$ cat src/rtl/rx_pkg.sv
package rx_pkg;

  typedef enum logic [2:0] {
    ST_IDLE,
    ST_START,
    ST_DATA,
    ST_PAR,
    ST_STOP
  } rx_state_e;

  typedef enum logic [1:0] {
    PAR_EVEN  = 2'd0,
    PAR_ODD   = 2'd1,
    PAR_SPACE = 2'd2,
    PAR_MARK  = 2'd3
  } par_mode_e;

  // expected parity bit given the XOR of the data bits
  function automatic logic par_expect(par_mode_e mode, logic data_xor);
    unique case (mode)
      PAR_EVEN:  return data_xor;
      PAR_ODD:   return ~data_xor;
      PAR_SPACE: return 1'b0;
      default:   return 1'b1;
    endcase
  endfunction

endpackage

$ cat src/rtl/rx_sync.sv
module rx_sync #(
  parameter int STAGES = 2
) (
  input  logic clk_i,
  input  logic rst_ni,
  input  logic d_i,
  output logic q_o
);

  logic [STAGES-1:0] sync_q;

  generate
    if (STAGES == 1) begin : g_single
      always_ff @(posedge clk_i or negedge rst_ni) begin
        if (!rst_ni) sync_q <= 1'b1;
        else         sync_q <= d_i;
      end
    end else begin : g_chain
      always_ff @(posedge clk_i or negedge rst_ni) begin
        if (!rst_ni) sync_q <= '1;
        else         sync_q <= {sync_q[STAGES-2:0], d_i};
      end
    end
  endgenerate

  assign q_o = sync_q[STAGES-1];

endmodule

$ cat src/rtl/rx_frame_fsm.sv
module rx_frame_fsm
  import rx_pkg::*;
#(
  parameter int DATA_W = 8,
  parameter int OVS    = 16
) (
  input  logic              clk_i,
  input  logic              rst_ni,
  input  logic              line_i,
  input  logic              tick_i,
  input  logic              par_en_i,
  input  logic [1:0]        par_mode_i,
  output logic              done_o,
  output logic [DATA_W-1:0] data_o,
  output logic              par_bad_o,
  output logic              frm_bad_o
);

  localparam int CNT_W = $clog2(OVS);
  localparam int IDX_W = (DATA_W > 1) ? $clog2(DATA_W) : 1;
  localparam logic [CNT_W-1:0] CNT_LAST = CNT_W'(OVS - 1);
  localparam logic [CNT_W-1:0] CNT_MID  = CNT_W'(OVS / 2 - 1);
  localparam logic [IDX_W-1:0] IDX_LAST = IDX_W'(DATA_W - 1);

  rx_state_e         state_q;
  logic [CNT_W-1:0]  cnt_q;
  logic [IDX_W-1:0]  idx_q;
  logic [DATA_W-1:0] sh_q;
  logic              pbit_q;
  logic              armed_q;
  logic              done_q;
  logic [DATA_W-1:0] dout_q;
  logic              pbad_q;
  logic              fbad_q;
  logic              par_want;

  assign par_want = par_expect(par_mode_e'(par_mode_i), ^sh_q);

  always_ff @(posedge clk_i or negedge rst_ni) begin
    if (!rst_ni) begin
      state_q <= ST_IDLE;
      cnt_q   <= '0;
      idx_q   <= '0;
      sh_q    <= '0;
      pbit_q  <= 1'b0;
      armed_q <= 1'b0;
      done_q  <= 1'b0;
      dout_q  <= '0;
      pbad_q  <= 1'b0;
      fbad_q  <= 1'b0;
    end else begin
      done_q <= 1'b0;
      if (tick_i) begin
        unique case (state_q)
          ST_IDLE: begin
            // arming needs the line seen high, so a stuck-low line never restarts
            if (armed_q && !line_i) begin
              state_q <= ST_START;
              cnt_q   <= '0;
              armed_q <= 1'b0;
            end else begin
              armed_q <= line_i;
            end
          end
          ST_START: begin
            if (cnt_q == CNT_MID) begin
              cnt_q <= '0;
              idx_q <= '0;
              state_q <= line_i ? ST_IDLE : ST_DATA;
            end else begin
              cnt_q <= cnt_q + CNT_W'(1);
            end
          end
          ST_DATA: begin
            if (cnt_q == CNT_LAST) begin
              cnt_q <= '0;
              sh_q  <= {line_i, sh_q[DATA_W-1:1]};
              if (idx_q == IDX_LAST) state_q <= par_en_i ? ST_PAR : ST_STOP;
              else                   idx_q   <= idx_q + IDX_W'(1);
            end else begin
              cnt_q <= cnt_q + CNT_W'(1);
            end
          end
          ST_PAR: begin
            if (cnt_q == CNT_LAST) begin
              cnt_q   <= '0;
              pbit_q  <= line_i;
              state_q <= ST_STOP;
            end else begin
              cnt_q <= cnt_q + CNT_W'(1);
            end
          end
          ST_STOP: begin
            if (cnt_q == CNT_LAST) begin
              cnt_q   <= '0;
              done_q  <= 1'b1;
              dout_q  <= sh_q;
              fbad_q  <= ~line_i;
              pbad_q  <= par_en_i && (pbit_q != par_want);
              state_q <= ST_IDLE;
            end else begin
              cnt_q <= cnt_q + CNT_W'(1);
            end
          end
          default: state_q <= ST_IDLE;
        endcase
      end
    end
  end

  assign done_o    = done_q;
  assign data_o    = dout_q;
  assign par_bad_o = pbad_q;
  assign frm_bad_o = fbad_q;

  assert_hold_without_tick_R11: assert property (@(posedge clk_i) disable iff (!rst_ni)
    !tick_i |=> ($stable(state_q) && $stable(cnt_q) && $stable(idx_q)));

  assert_glitch_abort_R3: assert property (@(posedge clk_i) disable iff (!rst_ni)
    (state_q == ST_START && tick_i && cnt_q == CNT_MID && line_i) |=> (state_q == ST_IDLE));

  assert_done_after_stop_R4: assert property (@(posedge clk_i) disable iff (!rst_ni)
    done_q |-> ($past(state_q) == ST_STOP));

  assert_no_par_err_off_R6: assert property (@(posedge clk_i) disable iff (!rst_ni)
    (done_q && !$past(par_en_i)) |-> !pbad_q);

endmodule

$ cat src/rtl/rx_status.sv
module rx_status #(
  parameter int DATA_W = 8
) (
  input  logic              clk_i,
  input  logic              rst_ni,
  input  logic              done_i,
  input  logic [DATA_W-1:0] data_i,
  input  logic              par_bad_i,
  input  logic              frm_bad_i,
  input  logic              rd_i,
  input  logic              clr_i,
  output logic [DATA_W-1:0] data_o,
  output logic              ready_o,
  output logic              par_err_o,
  output logic              frm_err_o,
  output logic              ovr_o
);

  logic [DATA_W-1:0] data_q;
  logic ready_q, perr_q, ferr_q, ovr_q;
  logic ovr_set;

  assign ovr_set = done_i && ready_q && !rd_i;

  always_ff @(posedge clk_i or negedge rst_ni) begin
    if (!rst_ni) begin
      data_q  <= '0;
      ready_q <= 1'b0;
      perr_q  <= 1'b0;
      ferr_q  <= 1'b0;
      ovr_q   <= 1'b0;
    end else begin
      if (done_i) begin
        data_q  <= data_i;
        ready_q <= 1'b1;
      end else if (rd_i) begin
        ready_q <= 1'b0;
      end
      // new errors take priority over a coincident clear
      perr_q <= (perr_q && !clr_i) || (done_i && par_bad_i);
      ferr_q <= (ferr_q && !clr_i) || (done_i && frm_bad_i);
      ovr_q  <= (ovr_q  && !clr_i) || ovr_set;
    end
  end

  assign data_o    = data_q;
  assign ready_o   = ready_q;
  assign par_err_o = perr_q;
  assign frm_err_o = ferr_q;
  assign ovr_o     = ovr_q;

  assert_perr_with_ready_R5: assert property (@(posedge clk_i) disable iff (!rst_ni)
    $rose(perr_q) |-> ready_q);

  assert_ferr_with_ready_R7: assert property (@(posedge clk_i) disable iff (!rst_ni)
    $rose(ferr_q) |-> ready_q);

  assert_sticky_R8: assert property (@(posedge clk_i) disable iff (!rst_ni)
    ((perr_q || ferr_q || ovr_q) && !clr_i) |=> (perr_q || ferr_q || ovr_q));

  assert_clear_R8: assert property (@(posedge clk_i) disable iff (!rst_ni)
    (clr_i && !done_i) |=> !(perr_q || ferr_q || ovr_q));

  assert_read_R9: assert property (@(posedge clk_i) disable iff (!rst_ni)
    (rd_i && !done_i) |=> (!ready_q && $stable(data_q)));

  assert_overrun_R10: assert property (@(posedge clk_i) disable iff (!rst_ni)
    $rose(ovr_q) |-> $past(ready_q));

endmodule

$ cat src/rtl/serial_rx_flags.sv
module serial_rx_flags #(
  parameter int DATA_W      = 8,
  parameter int OVS         = 16,
  parameter int SYNC_STAGES = 2
) (
  input  logic              clk_i,
  input  logic              rst_ni,
  input  logic              rx_i,
  input  logic              tick_i,
  input  logic              par_en_i,
  input  logic [1:0]        par_mode_i,
  input  logic              rd_i,
  input  logic              clr_sts_i,
  output logic [DATA_W-1:0] data_o,
  output logic              ready_o,
  output logic              par_err_o,
  output logic              frm_err_o,
  output logic              ovr_o
);

  logic              line;
  logic              done;
  logic [DATA_W-1:0] frame_data;
  logic              par_bad;
  logic              frm_bad;

  rx_sync #(.STAGES(SYNC_STAGES)) i_sync (
    .clk_i (clk_i),
    .rst_ni(rst_ni),
    .d_i   (rx_i),
    .q_o   (line)
  );

  rx_frame_fsm #(.DATA_W(DATA_W), .OVS(OVS)) i_fsm (
    .clk_i     (clk_i),
    .rst_ni    (rst_ni),
    .line_i    (line),
    .tick_i    (tick_i),
    .par_en_i  (par_en_i),
    .par_mode_i(par_mode_i),
    .done_o    (done),
    .data_o    (frame_data),
    .par_bad_o (par_bad),
    .frm_bad_o (frm_bad)
  );

  rx_status #(.DATA_W(DATA_W)) i_status (
    .clk_i    (clk_i),
    .rst_ni   (rst_ni),
    .done_i   (done),
    .data_i   (frame_data),
    .par_bad_i(par_bad),
    .frm_bad_i(frm_bad),
    .rd_i     (rd_i),
    .clr_i    (clr_sts_i),
    .data_o   (data_o),
    .ready_o  (ready_o),
    .par_err_o(par_err_o),
    .frm_err_o(frm_err_o),
    .ovr_o    (ovr_o)
  );

endmodule

$ cat config.mk
export PLATFORM = sky130hd
export DESIGN_NAME = serial_rx_flags
export DESIGN_NICKNAME = d
export VERILOG_FILES = /design/src/rtl/rx_pkg.sv /design/src/rtl/rx_sync.sv /design/src/rtl/rx_frame_fsm.sv /design/src/rtl/rx_status.sv /design/src/rtl/serial_rx_flags.sv
export SDC_FILE = /design/constraint.sdc
export NUM_CORES = 1
export LEC_CHECK = 0
export BUFFER_PORTS_ARGS = -buffer_cell sky130_fd_sc_hd__buf_2
export CAP_MARGIN = 40
export CORE_MARGIN = 3
export CORE_UTILIZATION = 50
export CTS_CLUSTER_DIAMETER = 120
export DETAILED_ROUTE_END_ITERATION = 8
export GPL_ROUTABILITY_DRIVEN = 0
export PLACE_DENSITY = 0.71
export SLEW_MARGIN = 10
export SYNTH_ARGS = -nofsm -noshare
export SYNTH_HDL_FRONTEND = slang
export SYNTH_SLANG_ARGS = --single-unit
$ cat constraint.sdc
create_clock -name clk_i -period 2.5 [get_ports clk_i]
set_input_delay 0 -clock clk_i [delete_from_list [all_inputs] [get_ports clk_i]]
set_output_delay 0 -clock clk_i [all_outputs]
set_load 0.05 [all_outputs]
==> impl_metrics.csv <==
group,metric,value,unit
worst_setup_path,worst_ep_required_time,2690,ps
timing,rsz0062_at_grt,"no",
yosys,synth_area,2050,µm²
global_route,grt_pass1_wl,6140,µm
yosys,netlist_instances,162,
clocking,clk_latency,300,ps
yosys,yosysTopAreaCell,"dfrtp_1",
drt,drc,0,
floorplan,start_util,53.9,%
power_and_ir_drop,p_leak,1.19,nW
outcome,status,"completed",
timing,hold_viol_final,0,
clocking,clk_path_buf_depth,2,
drt,viasPerCell,5.41,
floorplan,ioPinCount,21,
yosys,synth_edf_count,0,
flow_run,drv_cap,0,
timing,clock_skew,4.19,ps
timing,clock.fmax,0.497,GHz
yosys,synth_top_flop_cell,"dfrtp_1",
worst_setup_path,worstPathMaxFanout,3,
yosys,synth_cell_types,41,
clocking,htreeDepth,2,
drt,avgRoutedWirePerCell,14.3,µm
global_route,grt_max_degree,24,
clocking,clkTransAtPathRegs,80,ps
clocking,clkSinkCount,45,
timing,setup_viol,0,
layout,fillers,303,
worst_setup_path,critPathLaunchType,"register",
floorplan,std_cell_rows,22,
layout,fin_nets,200,
timing,worst_slew_pin_slew,562,ps
timing,relSlewSlack,62.2,%
floorplan,die-width,70.0,µm
layout,seqCellArea,1130,µm²
drt,firstDrtPassIters,4,
clocking,cts-root-buf,"clkbuf_8",
global_route,grt_usage,15.8,%
layout,n_antenna_cell,0,
worst_hold_path,holdCritPathClass,"in2reg",
timing,maxSlewViolCount,0,
clocking,numCtsBuffers,5,
timing,min_period_over_period,80.5,%
layout,syn_to_final_growth,14.6,%
yosys,synth_fp_nets,174,
yosys,async_reset_ff_share,100,%
timing,period_needed,2010,ps
yosys,yosys-top-cells-area,"dfrtp_1 (53%), mux2_2 (15%), dfstp_2 (2.6%)",
yosys,avgSynthCellArea,12.6,µm²
layout,drive_above_1_share,34.9,%
yosys,synth_most_common_cell,"dfrtp_1",
clocking,cts_tree,"yes",
yosys,yosysTopAreaCellShare,52.6,%
placed_design,port_buffers,20,
yosys,synth-seq-cells,45,
worst_setup_path,worstSetupPathType,"reg2reg",
drt,ant_nets,0,
worst_setup_path,cp-end-kind,"register",
timing,finalSetupTns,0,ps
yosys,yosysWarnings,0,
power_and_ir_drop,p_per_area,777,nW/µm²
drt,vias,1282,
placed_design,hpwl,2560,µm
layout,multi_input_area,852,µm²
floorplan,dieHeight,70.0,µm
global_route,grt_pass1_vias,1326,
floorplan,die-area,4900,µm²
clocking,cts_setup_buffers,0,
drt,drt_first_iter_violations,53,
floorplan,core_area,3800,µm²
global_route,grt_overflow,0,
power_and_ir_drop,peakVddDrop,0.524,mV
yosys,ys_top_cells_by_count,"dfrtp_1 (43), mux2_2 (28), nand2_1 (9), inv_1 (8), nor2_1 (7)",
drt,drt-total-wl,3390,µm
global_route,antenna_found_initial,0,
layout,utilization,61.7,%
yosys,yosysSeqAreaShare,55.2,%
worst_setup_path,crit_arrival,2200,ps
-- layout make-up --
type / instances / area share [%]
Clock buffer: 7 / 3.68
Timing Repair Buffer: 24 / 6.72
Clock inverter: 1 / 1.28
Multi-Input combinational cell: 104 / 36.3
Inverter: 8 / 1.28
Sequential cell: 45 / 48.1
Tap cell: 48 / 2.56
-- placed cells by master (no fill, tap or decap), types with 2 or more instances in the layout --
cell            n
nor2b_1         3
dfrtp_1        43
a22o_1          2
buf_2          20
a31oi_1         2
ha_1            3
nand3_1         2
nor2_2          2
nor2_1          7
xnor2_1         6
clkbuf_8        6
nand2_1         9
nand2b_1        4
nor3b_1         3
nand4_1         2
inv_1           8
dfstp_2         2
xor2_1          2
o22ai_1         2
a21oi_1         2
mux2i_1         3
mux2_2         28
nor3_1          4
dlygate4sd3_1   3
o21ai_0         3
-- kinds of logic (layout without fill, tap and decap cells) --
logic type,Yosys count,in the layout,share of synthesized area [%]
AOI/OAI and AO/OA,18,18,6.67
xor gates and xnor gates,8,8,3.43
buffers and inverters,13,40,3.18
muxes,32,32,17.6
and+or+nand+nor,43,43,12.1
adders and majority gates,3,3,1.84
DFF,45,45,55.2
-- what timing repair did --
action / in CTS / in global routing
hold buffers: 3 / 0
gates resized for setup: 0 / 0
hold endpoints to repair: 22 / 0
-- registers in the layout (all words and copies together) (netlist names), 2 cells and up --
register	cells
i_fsm.state_q	3
i_status.data_o	8
i_fsm.cnt_q	4
i_fsm.data_o	8
i_sync.sync_q	2
i_fsm.idx_q	3
i_fsm.sh_q	8
-- critical path: stages (launching register included) --
cell     delay [ps]
dfrtp_1         410
ha_1            220
ha_1            190
nor2_1           90
a31oi_1         100
or4b_4          580
mux2_4          310
-- layer usage --
layer / global-route usage [%] / up-vias / wire length [µm]
met2: 24.3 / 32 / 1620
li1: - / 621 / -
met3: 5.32 / 6 / 179
met1: 21.2 / 623 / 1550
met5: 0 / - / 0
met4: 4.47 / 0 / 42
-- report_power, final --
group	leakage [nW]	switching [mW]	internal, mW	total, mW
Combinational	0.538	0.196	0.181	0.377
Sequential	0.593	0.0930	0.792	0.885
Clock	0.0585	0.235	0.326	0.560
-- stage by stage --
step	instance area [µm²]	hold slack (ps)	power, mW	cells	worst slack, ps
after global placement	2170	107	1.24	225	574
after CTS	2340	31.1	1.84	237	457
after global routing	2340	34.7	1.93	237	288
final	2340	37.8	1.82	237	486
after detailed placement	2200	20.8	1.27	226	489
after floorplan	2050	-296	1.20	162	625
-- path summary, 6_finish.rpt --
| path | start | to | slack [ps] | cells past startpoint |
|---|---|---|---|---|
| min in group asynchronous | rst_ni | i_fsm.idx_q[1]$_DFFE_PN0P_ | 220 | 2 |
| worst min-delay path | tick_i | i_fsm.cnt_q[1]$_DFFE_PN0P_ | 40 | 3 |
| worst max register to register | i_fsm.idx_q[0]$_DFFE_PN0P_ | i_fsm.idx_q[0]$_DFFE_PN0P_ | 490 | 6 |
| max in group asynchronous | rst_ni | i_status.data_o[4]$_DFFE_PN0P_ | 1790 | 3 |
| worst max-delay path | i_fsm.idx_q[0]$_DFFE_PN0P_ | i_fsm.idx_q[0]$_DFFE_PN0P_ | 490 | 6 |
| worst min register to register | i_sync.sync_q[0]$_DFF_PN1_ | i_sync.sync_q[1]$_DFF_PN1_ | 360 | 0 |
No activity file was read; power rests on OpenSTA's default activity.
